### src/rtl/rxq_pkg.sv
package rxq_pkg;
  localparam int unsigned RXQ_DEPTH = 64;
  localparam int unsigned RXQ_LVL_W = $clog2(RXQ_DEPTH + 1);
  localparam int unsigned RXQ_TMO_W = 5;

  typedef struct packed {
    logic       brk;
    logic       ferr;
    logic [7:0] data;
  } rxq_entry_t;

  // Receive request threshold selected by the trigger code.
  function automatic logic [RXQ_LVL_W-1:0] rxq_threshold(input logic [2:0] code);
    case (code)
      3'd0:    rxq_threshold = RXQ_LVL_W'(1);
      3'd1:    rxq_threshold = RXQ_LVL_W'(4);
      3'd2:    rxq_threshold = RXQ_LVL_W'(8);
      3'd3:    rxq_threshold = RXQ_LVL_W'(16);
      3'd4:    rxq_threshold = RXQ_LVL_W'(32);
      default: rxq_threshold = RXQ_LVL_W'(48);
    endcase
  endfunction

  // Idle limit in character times; code 0 means disabled.
  function automatic logic [RXQ_TMO_W-1:0] rxq_idle_limit(input logic [1:0] code);
    rxq_idle_limit = RXQ_TMO_W'(2) << code;
  endfunction
endpackage

### src/rtl/rxq_store.sv
module rxq_store
  import rxq_pkg::*;
#(
  parameter int unsigned DEPTH = RXQ_DEPTH,
  localparam int unsigned AW = $clog2(DEPTH),
  localparam int unsigned LW = $clog2(DEPTH + 1)
) (
  input  logic         clk,
  input  logic         rst_n,
  input  logic         push,
  input  rxq_entry_t   wr_entry,
  input  logic         pop_req,
  output rxq_entry_t   head,
  output logic         empty,
  output logic         push_ok,
  output logic         pop_ok,
  output logic         drop,
  output logic [LW-1:0] count
);
  rxq_entry_t    mem [DEPTH];
  logic [AW-1:0] wr_ptr, rd_ptr;
  logic          full;

  assign empty   = (count == '0);
  assign full    = (count == LW'(DEPTH));
  assign pop_ok  = pop_req && !empty;
  assign push_ok = push && (!full || pop_ok);
  assign drop    = push && !push_ok;
  assign head    = mem[rd_ptr];

  always_ff @(posedge clk) begin
    if (push_ok) mem[wr_ptr] <= wr_entry;
  end

  always_ff @(posedge clk) begin
    if (!rst_n) begin
      wr_ptr <= '0;
      rd_ptr <= '0;
      count  <= '0;
    end else begin
      if (push_ok) wr_ptr <= (wr_ptr == AW'(DEPTH - 1)) ? '0 : wr_ptr + 1'b1;
      if (pop_ok)  rd_ptr <= (rd_ptr == AW'(DEPTH - 1)) ? '0 : rd_ptr + 1'b1;
      case ({push_ok, pop_ok})
        2'b10:   count <= count + 1'b1;
        2'b01:   count <= count - 1'b1;
        default: count <= count;
      endcase
    end
  end

  a_r4_no_overflow: assert property (@(posedge clk) disable iff (!rst_n)
    count <= LW'(DEPTH));
  a_r5_drop_keeps_level: assert property (@(posedge clk) disable iff (!rst_n)
    drop |=> count == LW'(DEPTH));
  a_r3_empty_pop_holds: assert property (@(posedge clk) disable iff (!rst_n)
    (empty && pop_req && !push) |=> empty);
  a_r9_full_pushpop: assert property (@(posedge clk) disable iff (!rst_n)
    (full && push && pop_req) |=> full);
endmodule

### src/rtl/rxq_idle_timer.sv
module rxq_idle_timer
  import rxq_pkg::*;
(
  input  logic       clk,
  input  logic       rst_n,
  input  logic       activity,
  input  logic       has_data,
  input  logic       tick,
  input  logic [1:0] sel,
  output logic       expired
);
  logic [RXQ_TMO_W-1:0] cnt;
  logic [RXQ_TMO_W-1:0] limit;
  logic                 at_cap;

  assign limit   = rxq_idle_limit(sel);
  assign at_cap  = (cnt >= RXQ_TMO_W'(16));
  assign expired = has_data && (sel != 2'd0) && (cnt >= limit);

  always_ff @(posedge clk) begin
    if (!rst_n)                 cnt <= '0;
    else if (activity)          cnt <= '0;
    else if (!has_data)         cnt <= '0;
    else if (tick && !at_cap)   cnt <= cnt + 1'b1;
  end

  a_r8_quiet_when_empty: assert property (@(posedge clk) disable iff (!rst_n)
    !has_data |-> !expired);
  a_r8_restart_on_activity: assert property (@(posedge clk) disable iff (!rst_n)
    activity |=> cnt == '0);
  a_r7_off_when_disabled: assert property (@(posedge clk) disable iff (!rst_n)
    (sel == 2'd0) |-> !expired);
endmodule

### src/rtl/rxq_tagged_fifo.sv
module rxq_tagged_fifo
  import rxq_pkg::*;
#(
  parameter int unsigned DEPTH = RXQ_DEPTH,
  localparam int unsigned LW = $clog2(DEPTH + 1)
) (
  input  logic          clk,
  input  logic          rst_n,
  input  logic          in_valid,
  input  logic [7:0]    in_data,
  input  logic          in_frame_err,
  input  logic          in_break,
  input  logic          rd_en,
  output logic [31:0]   rd_word,
  output logic [LW-1:0] level,
  input  logic [2:0]    trig_sel,
  input  logic [1:0]    idle_tmo_sel,
  input  logic          char_tick,
  input  logic          ovr_clr,
  output logic          rx_req,
  output logic          idle_req,
  output logic          overrun
);
  rxq_entry_t wr_entry, head;
  logic       empty, push_ok, pop_ok, drop_evt;
  logic       ovr_q;

  assign wr_entry = '{brk: in_break, ferr: in_frame_err, data: in_data};

  rxq_store #(.DEPTH(DEPTH)) u_store (
    .clk, .rst_n,
    .push(in_valid), .wr_entry, .pop_req(rd_en),
    .head, .empty, .push_ok, .pop_ok, .drop(drop_evt), .count(level)
  );

  rxq_idle_timer u_idle (
    .clk, .rst_n,
    .activity(push_ok || pop_ok), .has_data(!empty),
    .tick(char_tick), .sel(idle_tmo_sel), .expired(idle_req)
  );

  assign rd_word = empty ? 32'h0000_0100
                         : {21'd0, head.brk, head.ferr, 1'b0, head.data};
  assign rx_req  = (level >= LW'(rxq_threshold(trig_sel)));

  always_ff @(posedge clk) begin
    if (!rst_n)        ovr_q <= 1'b0;
    else if (drop_evt) ovr_q <= 1'b1;
    else if (ovr_clr)  ovr_q <= 1'b0;
  end
  assign overrun = ovr_q;

  a_r5_sticky: assert property (@(posedge clk) disable iff (!rst_n)
    (overrun && !ovr_clr) |=> overrun);
  a_r5_raise: assert property (@(posedge clk) disable iff (!rst_n)
    drop_evt |=> overrun);
  a_r6_req_needs_data: assert property (@(posedge clk) disable iff (!rst_n)
    rx_req |-> level != '0);
  a_r2_tag_bit8_clear: assert property (@(posedge clk) disable iff (!rst_n)
    !empty |-> rd_word[8] == 1'b0);
endmodule

### config.mk
export PLATFORM = sky130hd
export DESIGN_NAME = rxq_tagged_fifo
export DESIGN_NICKNAME = d
export VERILOG_FILES = /design/src/rtl/rxq_pkg.sv /design/src/rtl/rxq_store.sv /design/src/rtl/rxq_idle_timer.sv /design/src/rtl/rxq_tagged_fifo.sv
export SDC_FILE = /design/constraint.sdc
export NUM_CORES = 1
export LEC_CHECK = 0
export ABC_AREA = 1
export BUFFER_PORTS_ARGS = -buffer_cell sky130_fd_sc_hd__buf_2
export CORE_UTILIZATION = 40
export CTS_BUF_LIST = sky130_fd_sc_hd__clkbuf_8 sky130_fd_sc_hd__clkbuf_16
export DETAILED_ROUTE_END_ITERATION = 8
export PLACE_DENSITY = 0.62
export SETUP_SLACK_MARGIN = 0.5
export SYNTH_ARGS = -nofsm -noshare
export SYNTH_HDL_FRONTEND = slang
export SYNTH_SLANG_ARGS = --single-unit
### constraint.sdc
create_clock -name clk -period 2.8 [get_ports clk]
set_input_delay 0.56 -clock clk [delete_from_list [all_inputs] [get_ports clk]]
set_output_delay 0.56 -clock clk [all_outputs]
set_load 0.01 [all_outputs]
==> results.yml <==
status:
  status: "finished, violations left"
  violations: "setup timing"
clock_network:
  root_buffer: "clkbuf_16"
  htreeDepth: 3
  cts.clk_slew.worst_paths_ns: 0.06
  clockBufferDepth: 3
  tritoncts: "done"
  clock_latency_ns: 0.63
  cts_sinks: 671
  cts_hold_buf: 0
  cts_inserted_buffers: 71
placed_design:
  dp_cells: 3459
  io_buffers: 41
  dp_slack_ns: 0.143
  gp_congestion: 0.863
  dp_hpwl_um: 44300
logic_synthesis:
  synth_warnings: 0
  syn_inst: 2485
  synthDistinctLibCells: 43
  ys_ff_latch: 671
  yosysSeqAreaShare_pct: 70.1
  avgSynthCellArea_um2: 11.4
  syn_area_mm2: 0.0283
sta:
  worst_slew_pin_slew_ns: 0.815
  hold_slack_ns: 0.194
  worst_slack_ns: -0.358
  fin_skew_ns: 0.0211
  hold_viol: 0
  maxSlewHeadroom_pct: 45.7
  period_needed_ns: 3.16
  setup_viol: 10
  tns_ns: -3.19
  fmax_mhz: 317
  rsz0062_at_grt: "yes"
  finalCritPeriodShare_pct: 113
  maxSlewViolCount: 0
floorplan:
  fp.coreArea_mm2: 0.0700
  die_y_um: 268
  die_area_mm2: 0.0718
  start_util_pct: 40.4
  die_w_um: 268
  num_rows: 97
  num_io_pins: 63
finish:
  utilization_pct: 50.9
  nets: 2724
  n_antenna_cell: 0
  layout-drive-gt1-share_pct: 24.7
  finalNonFillerCells: 3680
  syn_to_final_growth_pct: 26.1
worst_setup_path:
  cp.required_ns: 2.24
  reg2reg_depth: 15
  worstSetupPathType: "flip-flop to primary output"
  crit_arrival_ns: 2.60
  worstReg2RegStart: "u_store.count[2]$_SDFFE_PN0P_"
  critPathCaptureType: "primary output"
  startpoint_type: "flip-flop"
  reg2reg_slack_ns: 0.44
  path_max_fanout: 7
pwr:
  power_density_mw_per_mm2: 867
  power_frac_comb_pct: 33.4
  p_sw_share_pct: 32.2
  p_int_w: 0.0210
  p_sw_w: 0.00996
  seq_power_share_pct: 36.4
  ir_drop_mv: 0.967
  power_frac_clock_pct: 30.2
  leakage_nw: 13.3
route:
  via_per_inst: 5.42
  first_iter_violations: 2140
  routed_wirelength_um: 80400
  vias: 20000
  drcViolationCount: 0
  wl_per_cell_um: 21.8
  postRouteAntennaNets: 0
  first_pass_iters: 6
global_route:
  grt_pass1_wl_um: 118000
  grt_use_total_pct: 22.0
  grt_max_degree: 65
  grt_pass1_vias: 18900
  grt-ovfl-total: 0
  grt_antenna_before_repair: 0
min_path:
  min_delay_path_depth: 4
  min_from: "ovr_clr"
  min_path_type: "input pin to flip-flop"
job:
  maxCapViolations: 0
-- path summary, 6_finish.rpt --
check / end
worst max-delay path: rd_word[7]
worst min-delay path: overrun$_SDFFE_PN0P_
worst min register to register: overrun$_SDFFE_PN0P_
worst max register to register: u_store.count[4]$_SDFFE_PN0P_
-- cell type report --
class,instances,area (µm²)
fill,5834,34400
sequential,671,19900
multi-input combinational,1622,8540
timing repair buffer,269,3470
clock buffer,80,1960
tap,940,1180
clock inverter,46,360
inverter,48,226
timing repair inverter,4,57.6
-- metal layers --
metal,routed length (µm),share of wire [%],vias to the layer above,track usage (%)
met5,0,0,-,0
met4,2070,2.6,0,7.14
met2,37900,47,990,34.7
met1,33100,41,9786,30.7
li1,-,-,9049,-
met3,7370,9.2,132,4.10
-- kinds of logic (layout without fill, tap and decap cells) --
logic type               Yosys count  after routing  synth area share [%]
XOR/XNOR                          12             12                 0.372
AO/OA/AOI/OAI                     53             53                  1.00
AND/OR/NAND/NOR                 1520           1520                  23.4
flip-flops                       671            671                  70.1
adder cells (fa/ha/maj)           16             16                 0.708
other                              1             21                0.0133
buffers and inverters            212            447                  4.39
-- power by group through the flow --
stage / registers, W / clock network, W / logic [W]
3_3_place_gp: 0.0115 / 0 / 0.00665
2_1_floorplan: 0.0114 / 0 / 0.00428
5_1_grt: 0.0113 / 0.00985 / 0.0110
6_report: 0.0113 / 0.00932 / 0.0103
3_5_place_dp: 0.0115 / 0 / 0.00674
4_1_cts: 0.0113 / 0.00945 / 0.00903
-- registers in the layout, summed over array words and instances (netlist names), named ones only --
signal	flops
u_store.rd_ptr	6
overrun	1
u_store.wr_ptr	6
u_store.count	7
u_store.mem	640
u_idle.cnt	5
-- what timing repair did --
item | CTS | global route
gates cloned | 27 | 12
endpoints found under the setup margin | 36 | 229
pin swaps | 79 | 109
setup buffers | 39 | 17
resized for setup | 191 | 206
-- stage by stage --
step / power [W] / cell area (µm²)
global placement: 0.0181 / 30100
CTS: 0.0297 / 34400
floorplan: 0.0157 / 28400
finish: 0.0309 / 35700
global route: 0.0321 / 35700
detailed placement: 0.0182 / 30100
-- critical path: stages (launching register included) --
cell,delay (ns)
dfxtp_4,0.38
buf_12,0.21
clkinv_16,0.11
buf_12,0.15
buf_16,0.14
nand2_2,0.06
nand3_2,0.07
nand3_2,0.09
nand2_1,0.09
nand2_1,0.10
nand3_2,0.12
nand3_2,0.12
a21oi_2,0.07
buf_4,0.15
buf_6,0.11
-- cell usage after synthesis, drive strengths merged --
cell	count	area share (%)
o21ai	15	0.27
conb	1	0.013
clkbuf	27	0.36
or2	2	0.044
nor3b	1	0.027
clkinv	2	0.044
nand4	9	0.59
ha	16	0.71
and2	1	0.022
xor2	8	0.25
buf	137	3.4
o21a	4	0.11
nor3	5	0.13
a21oi	30	0.53
inv	46	0.62
nand2	846	11
nor4	1	0.022
dfxtp	31	2.2
o21bai	1	0.027
edfxtp	640	68
and3	1	0.022
a21boi	2	0.053
nor2	93	1.3
o22ai	1	0.022
nand3	560	9.9
xnor2	4	0.12
nand2b	1	0.022
-- placed cells by master, fill, tap and decap left out, types with 21 or more instances in the layout --
cell type | Yosys | layout
nand3_2 | 2 | 140
clkbuf_16 | 0 | 86
buf_16 | 0 | 33
buf_2 | 51 | 32
inv_1 | 38 | 40
nor2_1 | 88 | 82
conb_1 | 1 | 21
buf_4 | 47 | 120
nand2_2 | 1 | 67
buf_12 | 0 | 47
edfxtp_1 | 640 | 640
buf_6 | 22 | 26
nand2_1 | 844 | 769
nand3_1 | 558 | 413
Note: power is estimated with default switching activity, not from simulation.
